**src/rtl/fq_pkg.sv**
```systemverilog
package fq_pkg;
  // Outcome of the admission decision for the command offered this cycle
  typedef enum logic [1:0] {
    RES_NONE = 2'd0,
    RES_ACC  = 2'd1,
    RES_FULL = 2'd2,
    RES_LOCK = 2'd3
  } fq_res_e;
endpackage

```
**src/rtl/fq_admit.sv**
```systemverilog
module fq_admit
  import fq_pkg::*;
#(
  parameter int NBLK     = 32,
  parameter int WR_DEPTH = 3,
  parameter int WCW      = 2,
  parameter int ECW      = 6
) (
  input  logic           flush_n,
  input  logic           wp_n,
  input  logic           cmd_valid,
  input  logic           cmd_erase,
  input  logic           cmd_locked,
  input  logic           er_hit,
  input  logic [WCW-1:0] wr_cnt,
  input  logic [ECW-1:0] er_cnt,
  output fq_res_e        res,
  output logic           push_wr,
  output logic           push_er,
  output logic           promote,
  output logic           full_wr,
  output logic           full_er
);
  localparam int TW = ECW + 1;

  logic [TW-1:0] total;
  logic          lock_block;

  always_comb begin
    total      = TW'(wr_cnt) + TW'(er_cnt);
    full_wr    = (total >= TW'(WR_DEPTH));
    full_er    = (wr_cnt != '0) ? full_wr : (er_cnt >= ECW'(NBLK));
    lock_block = cmd_locked && !wp_n;
  end

  always_comb begin
    res     = RES_NONE;
    push_wr = 1'b0;
    push_er = 1'b0;
    promote = 1'b0;
    if (flush_n && cmd_valid) begin
      if (lock_block) begin
        res = RES_LOCK;
      end else if (cmd_erase) begin
        if (er_hit) begin
          res = RES_ACC;              // merged into the pending entry
        end else if (full_er) begin
          res = RES_FULL;
        end else begin
          res     = RES_ACC;
          push_er = 1'b1;
        end
      end else begin
        if (full_wr) begin
          res = RES_FULL;
        end else begin
          res     = RES_ACC;
          push_wr = 1'b1;
          promote = er_hit;
        end
      end
    end
  end
endmodule

```
**src/rtl/fq_write_fifo.sv**
```systemverilog
module fq_write_fifo #(
  parameter int DEPTH = 3,
  parameter int BLKW  = 5,
  parameter int CW    = 2
) (
  input  logic            clk,
  input  logic            rst,
  input  logic            flush,
  input  logic            push,
  input  logic            pop,
  input  logic [BLKW-1:0] din,
  output logic [BLKW-1:0] head,
  output logic [CW-1:0]   cnt
);
  localparam int PW = (DEPTH > 1) ? $clog2(DEPTH) : 1;

  logic [BLKW-1:0] mem [DEPTH];
  logic [PW-1:0]   rd_ptr, wr_ptr;

  function automatic logic [PW-1:0] bump(input logic [PW-1:0] p);
    return (p == PW'(DEPTH - 1)) ? '0 : p + PW'(1);
  endfunction

  // Storage without reset so it can map onto RAM
  always_ff @(posedge clk) begin
    if (push) mem[wr_ptr] <= din;
  end

  always_ff @(posedge clk) begin
    if (rst || flush) begin
      rd_ptr <= '0;
      wr_ptr <= '0;
      cnt    <= '0;
    end else begin
      if (push) wr_ptr <= bump(wr_ptr);
      if (pop)  rd_ptr <= bump(rd_ptr);
      cnt <= cnt + CW'(push) - CW'(pop);
    end
  end

  assign head = mem[rd_ptr];


  fifo_no_overflow_chk: assert property (@(posedge clk) disable iff (rst)
    push |-> (cnt < CW'(DEPTH)));


  fifo_no_underflow_chk: assert property (@(posedge clk) disable iff (rst)
    pop |-> (cnt != '0));
endmodule

```
**src/rtl/fq_erase_list.sv**
```systemverilog
module fq_erase_list #(
  parameter int NBLK = 32,
  parameter int BLKW = 5,
  parameter int CNTW = 6
) (
  input  logic            clk,
  input  logic            rst,
  input  logic            flush,
  input  logic            push,
  input  logic            pop,
  input  logic            promote,
  input  logic [BLKW-1:0] blk,
  output logic [BLKW-1:0] head,
  output logic [CNTW-1:0] cnt,
  output logic [NBLK-1:0] pend
);
  logic [BLKW-1:0] ord_q [NBLK];
  logic [BLKW-1:0] ord_a [NBLK];
  logic [BLKW-1:0] ord_b [NBLK];
  logic [BLKW-1:0] ord_n [NBLK];
  logic [CNTW-1:0] cnt_a, cnt_n;
  logic [NBLK-1:0] pend_a, pend_n;
  logic [CNTW-1:0] hit_idx;
  logic            hit;

  // Stage A: dispatch removes the front entry and shifts the rest forward
  always_comb begin
    cnt_a  = cnt - CNTW'(pop);
    pend_a = pend;
    if (pop) pend_a[ord_q[0]] = 1'b0;
    for (int j = 0; j < NBLK - 1; j++)
      ord_a[j] = pop ? ord_q[j+1] : ord_q[j];
    ord_a[NBLK-1] = ord_q[NBLK-1];
  end

  // Stage B: a new erase joins at the tail
  always_comb begin
    for (int j = 0; j < NBLK; j++)
      ord_b[j] = (push && (CNTW'(j) == cnt_a)) ? blk : ord_a[j];
  end

  // Stage C: a write to a pending block pulls its erase to the front
  always_comb begin
    hit     = promote && pend_a[blk];
    hit_idx = '0;
    for (int j = 0; j < NBLK; j++)
      if ((ord_a[j] == blk) && (CNTW'(j) < cnt_a)) hit_idx = CNTW'(j);
    ord_n[0] = hit ? blk : ord_b[0];
    for (int j = 1; j < NBLK; j++)
      ord_n[j] = (hit && (CNTW'(j) <= hit_idx)) ? ord_b[j-1] : ord_b[j];
  end

  always_comb begin
    cnt_n  = cnt_a + CNTW'(push);
    pend_n = pend_a;
    if (push) pend_n[blk] = 1'b1;
  end

  always_ff @(posedge clk) begin
    for (int j = 0; j < NBLK; j++) ord_q[j] <= ord_n[j];
  end

  always_ff @(posedge clk) begin
    if (rst || flush) begin
      cnt  <= '0;
      pend <= '0;
    end else begin
      cnt  <= cnt_n;
      pend <= pend_n;
    end
  end

  assign head = ord_q[0];


  pend_matches_count_chk: assert property (@(posedge clk) disable iff (rst)
    $countones(pend) == int'(cnt));


  erase_capacity_chk: assert property (@(posedge clk) disable iff (rst)
    cnt <= CNTW'(NBLK));


  no_duplicate_push_chk: assert property (@(posedge clk) disable iff (rst)
    push |-> !pend[blk]);
endmodule

```
**src/rtl/flash_cmd_queue.sv**
```systemverilog
module flash_cmd_queue
  import fq_pkg::*;
#(
  parameter int NBLK     = 32,
  parameter int WR_DEPTH = 3,
  parameter int BLKW     = $clog2(NBLK)
) (
  input  logic            clk,
  input  logic            rst,
  input  logic            flush_n,
  input  logic            wp_n,
  input  logic            cmd_valid,
  input  logic            cmd_erase,
  input  logic [BLKW-1:0] cmd_block,
  input  logic            cmd_locked,
  input  logic            take,
  output logic            head_valid,
  output logic            head_erase,
  output logic [BLKW-1:0] head_block,
  output logic            cmd_acc,
  output logic            cmd_rej_full,
  output logic            lock_err,
  output logic            q_empty,
  output logic            q_full_wr,
  output logic            q_full_er
);
  localparam int WCW = $clog2(WR_DEPTH + 1);
  localparam int ECW = $clog2(NBLK + 1);

  logic [WCW-1:0]  wr_cnt;
  logic [ECW-1:0]  er_cnt;
  logic [NBLK-1:0] er_pend;
  logic [BLKW-1:0] wr_head, er_head;
  logic            push_wr, push_er, promote;
  logic            pop_wr, pop_er;
  logic            flush;
  fq_res_e         res;

  assign flush = !flush_n;

  fq_admit #(
    .NBLK(NBLK), .WR_DEPTH(WR_DEPTH), .WCW(WCW), .ECW(ECW)
  ) u_admit (
    .flush_n   (flush_n),
    .wp_n      (wp_n),
    .cmd_valid (cmd_valid),
    .cmd_erase (cmd_erase),
    .cmd_locked(cmd_locked),
    .er_hit    (er_pend[cmd_block]),
    .wr_cnt    (wr_cnt),
    .er_cnt    (er_cnt),
    .res       (res),
    .push_wr   (push_wr),
    .push_er   (push_er),
    .promote   (promote),
    .full_wr   (q_full_wr),
    .full_er   (q_full_er)
  );

  always_comb begin
    pop_wr = flush_n && take && (wr_cnt != '0);
    pop_er = flush_n && take && (wr_cnt == '0) && (er_cnt != '0);
  end

  fq_write_fifo #(
    .DEPTH(WR_DEPTH), .BLKW(BLKW), .CW(WCW)
  ) u_wr (
    .clk  (clk),
    .rst  (rst),
    .flush(flush),
    .push (push_wr),
    .pop  (pop_wr),
    .din  (cmd_block),
    .head (wr_head),
    .cnt  (wr_cnt)
  );

  fq_erase_list #(
    .NBLK(NBLK), .BLKW(BLKW), .CNTW(ECW)
  ) u_er (
    .clk    (clk),
    .rst    (rst),
    .flush  (flush),
    .push   (push_er),
    .pop    (pop_er),
    .promote(promote),
    .blk    (cmd_block),
    .head   (er_head),
    .cnt    (er_cnt),
    .pend   (er_pend)
  );

  always_comb begin
    head_valid = (wr_cnt != '0) || (er_cnt != '0);
    head_erase = (wr_cnt == '0) && (er_cnt != '0);
    head_block = (wr_cnt != '0) ? wr_head : er_head;
    q_empty    = !head_valid;
  end

  always_ff @(posedge clk) begin
    if (rst) begin
      cmd_acc      <= 1'b0;
      cmd_rej_full <= 1'b0;
      lock_err     <= 1'b0;
    end else begin
      cmd_acc      <= (res == RES_ACC);
      cmd_rej_full <= (res == RES_FULL);
      if (flush)                lock_err <= 1'b0;
      else if (res == RES_LOCK) lock_err <= 1'b1;
    end
  end


  lock_reject_chk: assert property (@(posedge clk) disable iff (rst)
    (cmd_valid && flush_n && !wp_n && cmd_locked) |=> (!cmd_acc && lock_err));


  flush_empties_chk: assert property (@(posedge clk) disable iff (rst)
    !flush_n |=> (q_empty && !lock_err));


  single_outcome_chk: assert property (@(posedge clk) disable iff (rst)
    $onehot0({cmd_acc, cmd_rej_full}));


  write_total_bound_chk: assert property (@(posedge clk) disable iff (rst)
    (wr_cnt != '0) |-> ((int'(wr_cnt) + int'(er_cnt)) <= WR_DEPTH));
endmodule

```
**config.mk**
```make
export PLATFORM = sky130hd
export DESIGN_NAME = flash_cmd_queue
export DESIGN_NICKNAME = d
export VERILOG_FILES = /design/src/rtl/fq_pkg.sv /design/src/rtl/fq_admit.sv /design/src/rtl/fq_write_fifo.sv /design/src/rtl/fq_erase_list.sv /design/src/rtl/flash_cmd_queue.sv
export SDC_FILE = /design/constraint.sdc
export NUM_CORES = 1
export LEC_CHECK = 0
export ABC_AREA = 1
export BUFFER_PORTS_ARGS = -buffer_cell sky130_fd_sc_hd__clkbuf_2
export CAP_MARGIN = 30
export CELL_PAD_IN_SITES_DETAIL_PLACEMENT = 1
export CELL_PAD_IN_SITES_GLOBAL_PLACEMENT = 1
export CORE_MARGIN = 2
export CORE_UTILIZATION = 35
export DETAILED_ROUTE_END_ITERATION = 10
export PLACE_DENSITY = 0.68
export RECOVER_POWER = 50
export SETUP_SLACK_MARGIN = 0.5
export SKIP_CTS_REPAIR_TIMING = 1
export SLEW_MARGIN = 15
export SYNTH_ARGS = -nofsm -noshare
export SYNTH_HDL_FRONTEND = slang
export SYNTH_HIERARCHICAL = 1
export SYNTH_SLANG_ARGS = --single-unit
```
**constraint.sdc**
```tcl
create_clock -name clk -period 7.5 [get_ports clk]
set_clock_uncertainty 0.05 [all_clocks]
set_input_delay 0.75 -clock clk [delete_from_list [all_inputs] [get_ports clk]]
set_output_delay 0.75 -clock clk [all_outputs]
set_load 0.02 [all_outputs]
```
==> impl_metrics.env <==
export IMPL_synth_top_family_by_area="simple AND/OR/NAND/NOR gates"
export IMPL_port_buffers=25
export IMPL_synth_area_leaders="dfxtp_1 27%, nand2_1 23%, o21ai_0 8.2%"
export IMPL_cts_buffers=30
export IMPL_ant_nets=0
export IMPL_pwr_share_clk_pct=38.4
export IMPL_synthCells=2433
export IMPL_postSynthAreaPerCell_um2=6.28
export IMPL_maxSlewHeadroom_pct=-73.5
export IMPL_crit_type="flop to flop"
export IMPL_synth_seq_cells=224
export IMPL_finalPower_uw=3900
export IMPL_hpwl_um=39600
export IMPL_synth_xor_area_share_pct=7.45
export IMPL_antenna_found_initial=0
export IMPL_worstHoldStart="rst"
export IMPL_nets=2436
export IMPL_die_area_um2=45300
export IMPL_synth_top_area_share_pct=26.7
export IMPL_place_area_um2=15700
export IMPL_synth_simple_area_share_pct=36.2
export IMPL_area_growth_pct=9.14
export IMPL_critical_path_max_stage_delay_ns=1.13
export IMPL_synth_compound_area_share_pct=15.3
export IMPL_hp_class="input pin to flop"
export IMPL_fin_setup_tns_ns=0
export IMPL_path_clk_slew_ns=0.06
export IMPL_coreArea_um2=43100
export IMPL_setup_violations=0
export IMPL_power_net_switching_uw=1290
export IMPL_synth_area_um2=15300
export IMPL_post_drt_wl_per_cell_um=18.3
export IMPL_grt_max_degree=90
export IMPL_die_x_um=213
export IMPL_cts_tree="built"
export IMPL_io_pins=26
export IMPL_r2r_start="u_er/cnt[2]"
export IMPL_muxShareOfSynthArea_pct=1.14
export IMPL_routabilityCongestion=0.921
export IMPL_p_leak_uw=0.00730
export IMPL_dr_total_vias=15910
export IMPL_syn_nets=2455
export IMPL_layout_common_cells="950 x nand2_1, 250 x o21ai_0, 204 x dfxtp_1"
export IMPL_cellPowerDensity_nw_per_um2=234
export IMPL_grt_usage_pct=24.3
export IMPL_layout_commonest_cell="nand2_1"
export IMPL_start_util_pct=35.5
export IMPL_synthAdderAreaFrac_pct=0.786
export IMPL_yosysUniqueCellTypes=58
export IMPL_grt_busiest_layer="met2"
export IMPL_run_status="finished, violations left"
export IMPL_met2_usage_pct=42.9
export IMPL_clk_latency_ns=0.58
export IMPL_required_ns=7.91
export IMPL_cts_buffer_depth=3
export IMPL_ys_warn_count=6
export IMPL_yosysSeqAreaShare_pct=30.7
export IMPL_globalRouteMet3Util_pct=2.79
export IMPL_violations="capacitance limit, slew limit"
export IMPL_drtIter0Drc=1033
export IMPL_crit_path_top_delay_cell="inv_2"
export IMPL_use_met1_pct=30.7
export IMPL_pre_cts_ws_ns=1.36
export IMPL_antenna_cells=0
export IMPL_min_period_ns=6.41
export IMPL_core_rowCount=76
export IMPL_grt_pass1_wl_um=88100
export IMPL_cp_common_cell="nand2_1"
export IMPL_maxCapViolCount=5
export IMPL_fmax_mhz=156
export IMPL_critical_path_endpoint_type="flop"
export IMPL_avgViaCountPerCell=5.26
export IMPL_drive_gt1_share_pct=7.10
export IMPL_first_pass_iters=5
export IMPL_period_share_pct=85.4
export IMPL_cts_sinks=224
export IMPL_netSwitchingFraction_pct=33.1
export IMPL_finalInstanceArea_um2=16700
export IMPL_drc=0
export IMPL_startpoint="u_er/cnt[2]"
export IMPL_finalHoldViolations=0
export IMPL_worst_pin_slew_ns=2.60
export IMPL_overflow=0
export IMPL_crit_fanout=75
export IMPL_p_comb_share_pct=23.5
export IMPL_fin_ws_ns=1.09
export IMPL_die_h_um=213
export IMPL_grt_pass1_vias=16688
export IMPL_cellInternalPower_uw=2610
export IMPL_rsz0062_at_grt="no"
export IMPL_cts_root_buf="clkbuf_16"
export IMPL_pwr_share_seq_pct=38.1
export IMPL_cts_max_level=1
export IMPL_synth_top_cell_by_area="dfxtp_1"
export IMPL_arrival_ns=6.82
export IMPL_ir_worst_vdd_v=0.000133
export IMPL_slew_viol_final=150
export IMPL_startpoint_type="flop"
export IMPL_routed_wl_um=55200
-- power by group through the flow --
| stage | clock network, uW | logic, uW | registers [uW] |
|---|---|---|---|
| CTS | 1530 | 923 | 1480 |
| global route | 1580 | 1050 | 1500 |
| detailed placement | 0 | 913 | 1510 |
| floorplan | 0 | 708 | 1470 |
| global placement | 0 | 885 | 1500 |
| finish | 1500 | 916 | 1480 |
-- worst max-delay path, delay by kind of cell (launching register included) --
family                 cells  cell delay, ns
flip-flops                 1            0.37
AND/OR/NAND/NOR           41            4.29
XOR/XNOR                   1            0.08
buffers and inverters      4            1.47
-- sequential cells by signal, indices dropped and copies added (netlist names), named ones only --
name / count
u_wr/rd_ptr: 2
cmd_rej_full: 1
u_er/ord_q: 160
u_er/pend: 32
u_wr/mem: 15
u_wr/wr_ptr: 2
u_er/cnt: 6
lock_err: 1
u_wr/cnt: 2
cmd_acc: 1
-- path summary, 6_finish.rpt --
path	endpoint	slack (ns)	cells past startpoint
hold / removal	cmd_rej_full	0.36	2
hold reg to reg	u_wr/wr_ptr[1]	0.44	2
setup reg to reg	u_er/ord_q[1][36]	1.09	46
setup / recovery	u_er/ord_q[1][36]	1.09	46
-- routing by layer --
metal / wire length (um) / vias up / share of wire (%)
met5: 0 / - / 0
met2: 26300 / 296 / 48
met3: 2130 / 100 / 3.9
li1: - / 7864 / -
met1: 25200 / 7650 / 46
met4: 1640 / 0 / 3.0
-- cell type report --
type / count / area (um^2)
inverters: 166 / 633
repair buffers: 55 / 298
multi-input cells: 1937 / 9290
well taps: 585 / 732
clock inverters: 9 / 103
fillers: 5753 / 26400
clock buffers: 47 / 936
flip-flops and latches: 224 / 4680
-- cell usage after synthesis (all sizes together) --
cell type / number
a2111oi: 3
a211oi: 1
a21oi: 105
a221o: 3
a221oi: 4
a22o: 1
a22oi: 1
and2: 1
buf: 70
clkbuf: 36
clkinv: 9
dfxtp: 204
edfxtp: 20
fa: 1
ha: 8
inv: 157
mux2: 11
mux2i: 5
nand2: 971
nand3: 137
nand3b: 1
nand4: 7
nor2: 155
nor3: 47
nor3b: 2
nor4: 18
nor4b: 2
o2111a: 1
o2111ai: 3
o211ai: 8
o21a: 1
o21ai: 301
o21bai: 1
o22ai: 4
or2: 4
xnor2: 2
xor2: 128
-- through the flow --
step / utilization (%) / cells / hold WS [ns]
after floorplan: - / 2433 / 0.393
after detailed placement: 36.5 / 2965 / 0.433
after global placement: 36.4 / 2962 / 0.406
after CTS: 38.9 / 3021 / 0.334
after global routing: 38.7 / 3023 / 0.371
final: 38.7 / 3023 / 0.361
-- cells by family (layout without fill, tap and decap cells) --
group	after synthesis	after routing
simple gates	1345	1345
xor+xnor	130	130
mux	16	16
buf+inv	272	277
flops	224	224
fa+ha+maj	9	9
compound gates	437	437
(Power assumes the default switching activity.)
